[config.mk]
export PLATFORM = sky130hd
export DESIGN_NAME = lock_arbiter
export DESIGN_NICKNAME = d
export VERILOG_FILES = /design/src/rtl/lock_arbiter_pkg.sv /design/src/rtl/hub_slot_rot.sv /design/src/rtl/req_capture.sv /design/src/rtl/lock_table.sv /design/src/rtl/lock_arbiter.sv
export SDC_FILE = /design/constraint.sdc
export NUM_CORES = 1
export LEC_CHECK = 0
export BUFFER_PORTS_ARGS = -buffer_cell sky130_fd_sc_hd__buf_2
export CORE_MARGIN = 3
export CORE_UTILIZATION = 50
export DETAILED_ROUTE_END_ITERATION = 8
export PLACE_DENSITY = 0.78
export SLEW_MARGIN = 20
export SYNTH_ARGS = -nofsm -noshare
export SYNTH_HDL_FRONTEND = slang
export SYNTH_HIERARCHICAL = 1
export SYNTH_SLANG_ARGS = --single-unit
[constraint.sdc]
create_clock -name clk -period 7.5 [get_ports clk]
set_input_delay 1.125 -clock clk [delete_from_list [all_inputs] [get_ports clk]]
set_output_delay 1.125 -clock clk [all_outputs]
set_load 0.05 [all_outputs]
[src/rtl/lock_arbiter_pkg.sv]
package lock_arbiter_pkg;

  typedef enum logic [1:0] {
    OP_ACQUIRE = 2'd0,
    OP_RELEASE = 2'd1,
    OP_STOP    = 2'd2,
    OP_INIT    = 2'd3
  } lk_op_e;

  function automatic logic op_is_core_cmd(input lk_op_e op);
    return (op == OP_STOP) || (op == OP_INIT);
  endfunction

endpackage

[src/rtl/hub_slot_rot.sv]
module hub_slot_rot #(
  parameter int NCORE = 16,
  localparam int IDW = $clog2(NCORE)
) (
  input  logic           clk,
  input  logic           rst_n,
  output logic [IDW-1:0] slot
);

  logic [IDW-1:0] slot_q, slot_d;

  always_comb begin
    if (slot_q == IDW'(NCORE - 1)) slot_d = '0;
    else                           slot_d = slot_q + 1'b1;
  end

  always_ff @(posedge clk or negedge rst_n) begin
    if (!rst_n) slot_q <= '0;
    else        slot_q <= slot_d;
  end

  assign slot = slot_q;

endmodule

[src/rtl/req_capture.sv]
module req_capture
  import lock_arbiter_pkg::*;
#(
  parameter int NCORE = 16,
  parameter int ARGW  = 4,
  localparam int IDW = $clog2(NCORE)
) (
  input  logic              clk,
  input  logic              rst_n,
  input  logic [IDW-1:0]    slot,
  input  logic [NCORE-1:0]  req_valid,
  input  logic [2*NCORE-1:0] req_op,
  input  logic [ARGW*NCORE-1:0] req_arg,
  input  logic [NCORE-1:0]  kill_mask,
  output logic [NCORE-1:0]  grant,
  output logic              ex_valid,
  output logic [IDW-1:0]    ex_core,
  output lk_op_e            ex_op,
  output logic [ARGW-1:0]   ex_arg
);

  int unsigned sidx;
  logic        take;
  lk_op_e      cap_op;
  logic [ARGW-1:0] cap_arg;

  logic            v_q, v_d;
  logic [IDW-1:0]  c_q;
  lk_op_e          o_q;
  logic [ARGW-1:0] a_q;

  always_comb begin
    sidx    = 32'(slot);
    take    = req_valid[sidx] && !kill_mask[sidx];
    cap_op  = lk_op_e'(req_op[2*sidx +: 2]);
    cap_arg = req_arg[ARGW*sidx +: ARGW];
    grant   = '0;
    if (take) grant[sidx] = 1'b1;
    v_d     = take;
  end

  always_ff @(posedge clk or negedge rst_n) begin
    if (!rst_n) v_q <= 1'b0;
    else        v_q <= v_d;
  end

  always_ff @(posedge clk or negedge rst_n) begin
    if (!rst_n) begin
      c_q <= '0;
      o_q <= OP_ACQUIRE;
      a_q <= '0;
    end else if (take) begin
      c_q <= slot;
      o_q <= cap_op;
      a_q <= cap_arg;
    end
  end

  assign ex_valid = v_q;
  assign ex_core  = c_q;
  assign ex_op    = o_q;
  assign ex_arg   = a_q;

  assert_single_grant_R2: assert property (@(posedge clk) disable iff (!rst_n)
    $onehot0(grant));

  assert_kill_blocks_grant_R10: assert property (@(posedge clk) disable iff (!rst_n)
    (grant & kill_mask) == '0);

endmodule

[src/rtl/lock_table.sv]
module lock_table
  import lock_arbiter_pkg::*;
#(
  parameter int NCORE = 16,
  parameter int NLOCK = 16,
  parameter int ARGW  = 4,
  localparam int IDW = $clog2(NCORE),
  localparam int LIW = $clog2(NLOCK)
) (
  input  logic             clk,
  input  logic             rst_n,
  input  logic             ex_valid,
  input  logic [IDW-1:0]   ex_core,
  input  lk_op_e           ex_op,
  input  logic [ARGW-1:0]  ex_arg,
  input  logic [NCORE-1:0] kill_ext,
  output logic [NCORE-1:0] kill_mask,
  output logic             rsp_valid,
  output logic [IDW-1:0]   rsp_core,
  output logic             rsp_carry
);

  logic [NLOCK-1:0] vld_q, vld_d, post_kill;
  logic [IDW-1:0]   own_q [NLOCK];
  logic [IDW-1:0]   own_d [NLOCK];
  logic [NLOCK-1:0] own_en;
  logic             ex_live, carry_d;
  logic [LIW-1:0]   lk;
  logic             rv_q;
  logic [IDW-1:0]   rc_q;
  logic             ry_q;

  // reset sources of this cycle, applied ahead of the lock operation
  always_comb begin
    kill_mask = kill_ext;
    if (ex_valid && op_is_core_cmd(ex_op) && !kill_ext[ex_core])
      kill_mask[ex_arg[IDW-1:0]] = 1'b1;
  end

  always_comb begin
    ex_live = ex_valid && !kill_ext[ex_core];
    lk      = ex_arg[LIW-1:0];
    for (int i = 0; i < NLOCK; i++) begin
      post_kill[i] = vld_q[i] && !kill_mask[own_q[i]];
      own_d[i]     = own_q[i];
    end
    vld_d   = post_kill;
    own_en  = '0;
    carry_d = 1'b0;
    if (ex_live) begin
      unique case (ex_op)
        OP_ACQUIRE: begin
          if (!post_kill[lk]) begin
            vld_d[lk]  = 1'b1;
            own_d[lk]  = ex_core;
            own_en[lk] = 1'b1;
            carry_d    = 1'b1;
          end else begin
            carry_d = (own_q[lk] == ex_core);
          end
        end
        OP_RELEASE: begin
          if (post_kill[lk] && (own_q[lk] == ex_core)) begin
            vld_d[lk] = 1'b0;
            carry_d   = 1'b1;
          end
        end
        default: carry_d = 1'b1;
      endcase
    end
  end

  for (genvar g = 0; g < NLOCK; g++) begin : g_lock
    always_ff @(posedge clk or negedge rst_n) begin
      if (!rst_n) vld_q[g] <= 1'b0;
      else        vld_q[g] <= vld_d[g];
    end

    always_ff @(posedge clk or negedge rst_n) begin
      if (!rst_n)         own_q[g] <= '0;
      else if (own_en[g]) own_q[g] <= own_d[g];
    end

    assert_owner_moves_only_on_kill_R4: assert property (@(posedge clk) disable iff (!rst_n)
      (vld_q[g] && $past(vld_q[g]) && (own_q[g] != $past(own_q[g])))
        |-> $past(kill_mask[own_q[g]]));

    assert_free_only_by_owner_R6: assert property (@(posedge clk) disable iff (!rst_n)
      $fell(vld_q[g]) |-> $past(kill_mask[own_q[g]] ||
        (ex_valid && !kill_ext[ex_core] && ex_op == OP_RELEASE &&
         ex_arg[LIW-1:0] == LIW'(g) && ex_core == own_q[g])));

    assert_reset_frees_locks_R7: assert property (@(posedge clk) disable iff (!rst_n)
      (vld_q[g] && kill_mask[own_q[g]]) |=> !(vld_q[g] && own_q[g] == $past(own_q[g])));
  end

  always_ff @(posedge clk or negedge rst_n) begin
    if (!rst_n) rv_q <= 1'b0;
    else        rv_q <= ex_live;
  end

  always_ff @(posedge clk or negedge rst_n) begin
    if (!rst_n) begin
      rc_q <= '0;
      ry_q <= 1'b0;
    end else if (ex_live) begin
      rc_q <= ex_core;
      ry_q <= carry_d;
    end
  end

  assign rsp_valid = rv_q;
  assign rsp_core  = rc_q;
  assign rsp_carry = ry_q;

endmodule

[src/rtl/lock_arbiter.sv]
module lock_arbiter
  import lock_arbiter_pkg::*;
#(
  parameter int NCORE = 16,
  parameter int NLOCK = 16,
  localparam int IDW  = $clog2(NCORE),
  localparam int LIW  = $clog2(NLOCK),
  localparam int ARGW = (IDW > LIW) ? IDW : LIW
) (
  input  logic                  clk,
  input  logic                  rst_n,
  input  logic [NCORE-1:0]      core_req_valid,
  input  logic [2*NCORE-1:0]    core_req_op,
  input  logic [ARGW*NCORE-1:0] core_req_arg,
  input  logic [NCORE-1:0]      core_kill,
  output logic [NCORE-1:0]      req_grant,
  output logic [IDW-1:0]        hub_slot,
  output logic                  rsp_valid,
  output logic [IDW-1:0]        rsp_core,
  output logic                  rsp_carry
);

  logic [NCORE-1:0] kill_mask;
  logic             ex_valid;
  logic [IDW-1:0]   ex_core;
  lk_op_e           ex_op;
  logic [ARGW-1:0]  ex_arg;

  hub_slot_rot #(.NCORE(NCORE)) i_slot (
    .clk   (clk),
    .rst_n (rst_n),
    .slot  (hub_slot)
  );

  req_capture #(.NCORE(NCORE), .ARGW(ARGW)) i_cap (
    .clk       (clk),
    .rst_n     (rst_n),
    .slot      (hub_slot),
    .req_valid (core_req_valid),
    .req_op    (core_req_op),
    .req_arg   (core_req_arg),
    .kill_mask (kill_mask),
    .grant     (req_grant),
    .ex_valid  (ex_valid),
    .ex_core   (ex_core),
    .ex_op     (ex_op),
    .ex_arg    (ex_arg)
  );

  lock_table #(.NCORE(NCORE), .NLOCK(NLOCK), .ARGW(ARGW)) i_tab (
    .clk       (clk),
    .rst_n     (rst_n),
    .ex_valid  (ex_valid),
    .ex_core   (ex_core),
    .ex_op     (ex_op),
    .ex_arg    (ex_arg),
    .kill_ext  (core_kill),
    .kill_mask (kill_mask),
    .rsp_valid (rsp_valid),
    .rsp_core  (rsp_core),
    .rsp_carry (rsp_carry)
  );

  assert_rsp_follows_grant_R11: assert property (@(posedge clk) disable iff (!rst_n)
    rsp_valid |-> $past(|req_grant, 2));

  assert_rsp_core_matches_R11: assert property (@(posedge clk) disable iff (!rst_n)
    rsp_valid |-> rsp_core == $past(hub_slot, 2));

endmodule

-- Word level (Yosys, flattened, before mapping)
Index checks and enable logic that the tools add are counted.
- shift operators: 2
- add/subtract/negate cells: 1
- multiplexer cells: 63
- reductions and logical operators: 60
- order comparisons: 23
- bitwise logic cells: 6
- equality and inequality tests: 5
- operators by type and width (cell ; count):
    two-way mux 16 bit ; 8
    less-than comparator 4 x 5 -> 1 bit, second input constant ; 19
    binary-select mux 1 bit (select 4 bit) ; 20
    bitwise mux 64 bit ; 1
    AND reduction 4 bit ; 16
    indexed part select 64 x 7 -> 4 bit ; 1
    bitwise OR 16 bit ; 2
    case mux 16 bit (2 select lines) ; 1
    indexed part select 32 x 6 -> 2 bit ; 1
    logical AND 1 bit ; 24
    two-way mux 1 bit ; 24
    zero test 1 bit ; 18
    AND 16 bit ; 1
    binary-select mux 4 bit (select 4 bit) ; 1
    demux 4 bit (select 4 bit) ; 1
    two-way mux 4 bit ; 4
    NOT 16 bit ; 1
    demux 1 bit (select 4 bit) ; 2
    greater-or-equal comparator 4 x 1 -> 1 bit, second input constant ; 2
    greater-or-equal comparator 5 bit, second input constant ; 1
    less-than comparator 5 x 1 -> 1 bit, second input constant ; 1
    NOT 4 -> 5 bit ; 1
    adder 4 x 1 -> 4 bit, second input constant ; 1
    equality test 2 bit, second input constant ; 2
    7 further kinds ; 7
- flip-flop bits (word level): 101
- output and inout bits: 26

-- Longest topological paths before layout
- depth after elaboration: 16
- mapped depth: 17
- mapped depth without buffers: 12

-- Cells and area by module
Netlist, hierarchy kept.
- modules (own cells, without submodules) (module ; instances ; sequential area each (sq um) ; area an instance (sq um) ; cells each):
    lock_table ; 1 ; 2152.1 ; 8376.8 ; 902
    req_capture ; 1 ; 275.3 ; 1640.3 ; 108
    hub_slot_rot ; 1 ; 100.1 ; 163.9 ; 12

-- Worst setup path after synthesis
Ideal clock, no wire load.
- path type: input to output
- start: input core_kill[14]
- end: output req_grant[1]
- cell stages on the path: 11
- data arrival time: 5.304 ns
- path slack: 1.071 ns
- cell sequence: clkbuf_1 -> mux2i_1 -> mux4_2 -> buf_2 -> a221oi_2 -> inv_2 -> mux4_2 -> a22oi_2 -> nand4_4 -> buf_6 -> nor4_1
- cells in the longest elaborated chain, start to end: 10
- elaborated cells on any way between the ends: 11
- those cells by class: 6 x mux; 1 x bitwise; 4 x reduce/logical
- ends and longest elaborated chain (what ; line ; text):
    from (decl) ; lock_arbiter.sv:15 ; input logic [NCORE-1:0] core_kill,
    binary-select mux 1 bit (select 4 bit) ; lock_table.sv:36 ; if (ex_valid && op_is_core_cmd(ex_op) && !kill_ext[ex_core])
    two-way mux 1 bit (not written as such) ; lock_table.sv:36 ;
    zero test 1 bit ; lock_table.sv:36 ;
    logical AND 1 bit ; lock_table.sv:36 ;
    two-way mux 16 bit ; lock_table.sv:36 ;
    via kill_mask[8] ; lock_arbiter.sv:23 ; logic [NCORE-1:0] kill_mask;
    binary-select mux 1 bit (select 4 bit) ; req_capture.sv:34 ; take = req_valid[sidx] && !kill_mask[sidx];
    two-way mux 1 bit (not written as such) ; req_capture.sv:34 ;
    zero test 1 bit ; req_capture.sv:34 ;
    logical AND 1 bit ; req_capture.sv:34 ;
    two-way mux 16 bit ; req_capture.sv:38 ; if (take) grant[sidx] = 1'b1;
    to (decl) ; lock_arbiter.sv:16 ; output logic [NCORE-1:0] req_grant,
The timed path passes the listed nets, and every way through them passes these cells. The select of a mux whose other input is x is not followed.

-- Worst setup path in the final report
- start: register i_cap.c_q[0] (netlist: i_cap/ex_core[0])
- end: output req_grant[0]
- cells in the longest elaborated chain, start to end: 10
- ends and longest elaborated chain (what ; line ; text):
    from (decl) ; req_capture.sv:28 ; logic [IDW-1:0] c_q;
    from (signal assigned) ; req_capture.sv:53 ; c_q <= slot;
    binary-select mux 1 bit (select 4 bit) ; lock_table.sv:36 ;
    two-way mux 1 bit (not written as such) ; lock_table.sv:36 ;
    zero test 1 bit ; lock_table.sv:36 ;
    logical AND 1 bit ; lock_table.sv:36 ;
    two-way mux 16 bit ; lock_table.sv:36 ;
    via kill_mask[12] ; lock_arbiter.sv:23 ;
    binary-select mux 1 bit (select 4 bit) ; req_capture.sv:34 ;
    two-way mux 1 bit (not written as such) ; req_capture.sv:34 ;
    zero test 1 bit ; req_capture.sv:34 ;
    logical AND 1 bit ; req_capture.sv:34 ;
    two-way mux 16 bit ; req_capture.sv:38 ;
The timed path passes the listed nets, and every way through them passes these cells. The select of a mux whose other input is x is not followed.

==> flow_summary.yaml <==
placement:
  dp_hpwl_um: 28290
  portBuffers: 155
  gp_congestion: 1.038
  pre_cts_ws_ps: 1346
global_route:
  grt_pass1_vias: 9293
  grt_first_pass_wirelength_um: 56820
  grt_max_degree: 59
  grt_usage: 0.3389
  gr-max-usage-layer: "met2"
  grt.met1_usage: 0.4582
  antenna_found_initial: 5
  grt_overflow: 0
  met2_usage: 0.5233
  grtUsageMet3: 0.08349
clocking:
  cts_htree_levels: 3
  holdBufCountCts: 0
  cts_buffer_depth: 2
  cts_resized: 0
  insertion_delay_ps: 370
  numCtsBuffers: 9
  tritoncts: "built"
  clk_pin_slew_worst_paths_ps: 80
  cts_sinks: 101
  root_buffer: "clkbuf_16"
  cts_setup_buffers: 0
synth:
  synth_cells: 1022
  synth_top_area_share: 0.2482
  yosys-top-cells-area: "dfrtp_1 25%, mux4_2 14%, mux2_2 7.4%"
  ys_seq_elements: 101
  synth_cell_types: 97
  synth_edf_count: 0
  synth_top_area_cell: "dfrtp_1"
  yosys_warnings: 6
  synth-seq-area-share: 0.2482
  synth_area_mm2: 0.01018
  synth_ff_type: "dfrtp_1"
  synth_area_per_cell_um2: 9.962
  syn_nets: 1153
  async_flop_share: 1.000
job:
  drv_cap: 0
sta:
  max_freq_mhz: 153.7
  final.setup.tns_ps: 0
  setup_slack_ps: 995.0
  report.final.slew_viol_count: 0
  fin_crit_sh: 0.8673
  fin_crit_ps: 6505
  rsz0062_at_grt: "false"
  hold_viol: 0
  finalSetupViolations: 0
  final.setup_skew_ps: 11.39
  max_slew_margin: 0.3160
  worstMarginPinSlew_ps: 1026
routing:
  finalWirelength_um: 37900
  vias: 9763
  viasPerCell: 7.085
  route.detailed.drc: 0
  drtPass1Iterations: 6
  dr.first_iter.drc_count: 1428
  ant_nets: 0
  drt-wirelength-per-cell_um: 27.50
die:
  num_rows: 51
  start_util: 0.5163
  io_pins: 156
  die_h_um: 148.7
  core_area_mm2: 0.01972
  die-area_mm2: 0.02211
  die-width_um: 148.7
worst_setup_path:
  cp_max_fo: 27
  critPathTopFamily: "multiplexers"
  cp-endpoint: "req_grant[0]"
  critPathLaunchType: "flop"
  critPathArrivalTime_ps: 5380
  path_class: "flop to output port"
  critPathBufInv: 2
  crit_path_end_kind: "output port"
  cp_slowest_stage_delay_ps: 980
  timing.rr.start: "i_cap/ex_core[0]"
  reg2regPathDepth: 13
  worst-path-stages: 9
  critical_path.cell_chain: "mux2i_1 -> mux4_2 -> a221oi_2 -> inv_2 -> mux4_1 -> nand3_1 -> nand4_4 -> nor4b_2 -> buf_2"
  crit_start: "i_cap/ex_core[0]"
  slowest_stage: "dfrtp_1"
  reg2reg_to: "i_tab/own_q[43]"
  regToRegSetupSlack_ps: 1280
  cp_data_required_time_ps: 6380
worst_hold_path:
  whs_path_depth: 1
  min_path_type: "flop to flop"
finish:
  nets: 1236
  area_growth_pct: 10.64
  layout-drive-gt1-share: 0.3514
  layout_common_cells: "154 x buf_2, 99 x dfrtp_1, 75 x nor2_1"
  layout_commonest_cell: "buf_2"
power_and_ir_drop:
  vdd_drop_max_mv: 0.1080
  power_density_mw_per_mm2: 165.8
  p_leak_uw: 0.004616
status:
  outcome: "finished, final reports clean"
==> routing by layer <==
layer | wire length [um] | up-vias
li1 | - | 4146
met1 | 14720 | 4794
met2 | 17120 | 689
met3 | 4293 | 128
met4 | 1743 | 6
met5 | 29 | -
==> final cells by class <==
class | count | area, um2
fillers | 1700 | 8453
inverters | 38 | 143.9
flip-flops and latches | 101 | 2530
well taps | 265 | 331.6
clock buffers | 9 | 225.2
repair buffers | 178 | 950.9
multi-input cells | 777 | 7000
clock inverters | 7 | 75.07
diodes | 3 | 7.507
==> how the worst min path moves through the flow <==
stage	start	end	slack (ps)
after floorplan	i_cap/ex_core[1]	i_cap/ex_core[1]	460
after global placement	i_tab/rsp_core[3]	i_tab/rsp_core[3]	490
after detailed placement	i_tab/rsp_core[3]	i_tab/rsp_core[3]	490
after CTS	i_tab/rsp_core[3]	i_tab/rsp_core[3]	510
after global routing	i_tab/vld_q[8]	i_tab/vld_q[8]	540
final	i_tab/rsp_core[3]	i_tab/rsp_core[3]	510
==> cell usage after synthesis (6+ instances only) <==
library cell / instances
mux4_2: 63
and3_1: 7
nand3_1: 26
a21oi_1: 32
buf_6: 6
inv_2: 11
a22oi_1: 12
nand2_1: 74
nand4_1: 15
mux2i_1: 30
clkbuf_1: 71
inv_1: 25
mux2_1: 19
buf_1: 12
a311oi_1: 8
a31oi_1: 9
o22ai_1: 14
dfrtp_1: 101
nor2b_1: 14
xnor2_1: 11
a211oi_1: 6
mux4_1: 18
nand2b_1: 19
o311ai_0: 6
o21ai_0: 22
a221oi_2: 11
nor3b_1: 10
nand3b_1: 16
nor2_1: 75
nor3_1: 38
or3_1: 12
mux2_4: 12
buf_2: 10
o31ai_1: 7
mux2_2: 67
nor4_1: 8
==> sequential cells by signal (all words and copies together) (netlist names), 2 cells and up <==
name and cells:
i_tab/rsp_core 4, i_tab/own_q 64, i_slot/slot 4, i_cap/ex_core 4
i_tab/vld_q 16, i_cap/ex_arg 4, i_cap/ex_op 2
==> kinds of logic after synthesis <==
| family | share of synthesized area |
|---|---|
| flops | 0.2482 |
| simple gates | 0.1926 |
| buf+inv | 0.06415 |
| mux | 0.3281 |
| xor+xnor | 0.01290 |
| compound gates | 0.1528 |
| fa+ha+maj | 0.001229 |
==> power breakdown <==
group	total [uW]	switching [uW]	internal [uW]
clock network	472	236	236
registers	731	138	593
logic	664	389	275
total	1870	763	1100
==> worst reg2reg max path, stage by stage, from the launching register on <==
cell	delay, ps
dfrtp_1	980
mux2i_1	260
mux4_2	770
a221oi_2	860
inv_2	380
a32oi_1	310
nand4_1	130
a32oi_1	440
o22ai_1	220
nor4b_2	490
a21oi_1	440
buf_4	300
nand3b_2	170
mux2_2	360
==> stage by stage <==
stage          power [uW]  hold slack [ps]  instances  cell area (um2)    util
3_5_place_dp         1380            493.7       1359            10960  0.5557
6_report             1867            514.1       1378            11260  0.5713
4_1_cts              1854            512.0       1375            11260  0.5709
3_3_place_gp         1373            485.2       1359            10960  0.5557
5_1_grt              1938            537.9       1375            11260  0.5709
2_1_floorplan        1148            462.3       1022            10180       -
Power figures use the tool's default switching activity.
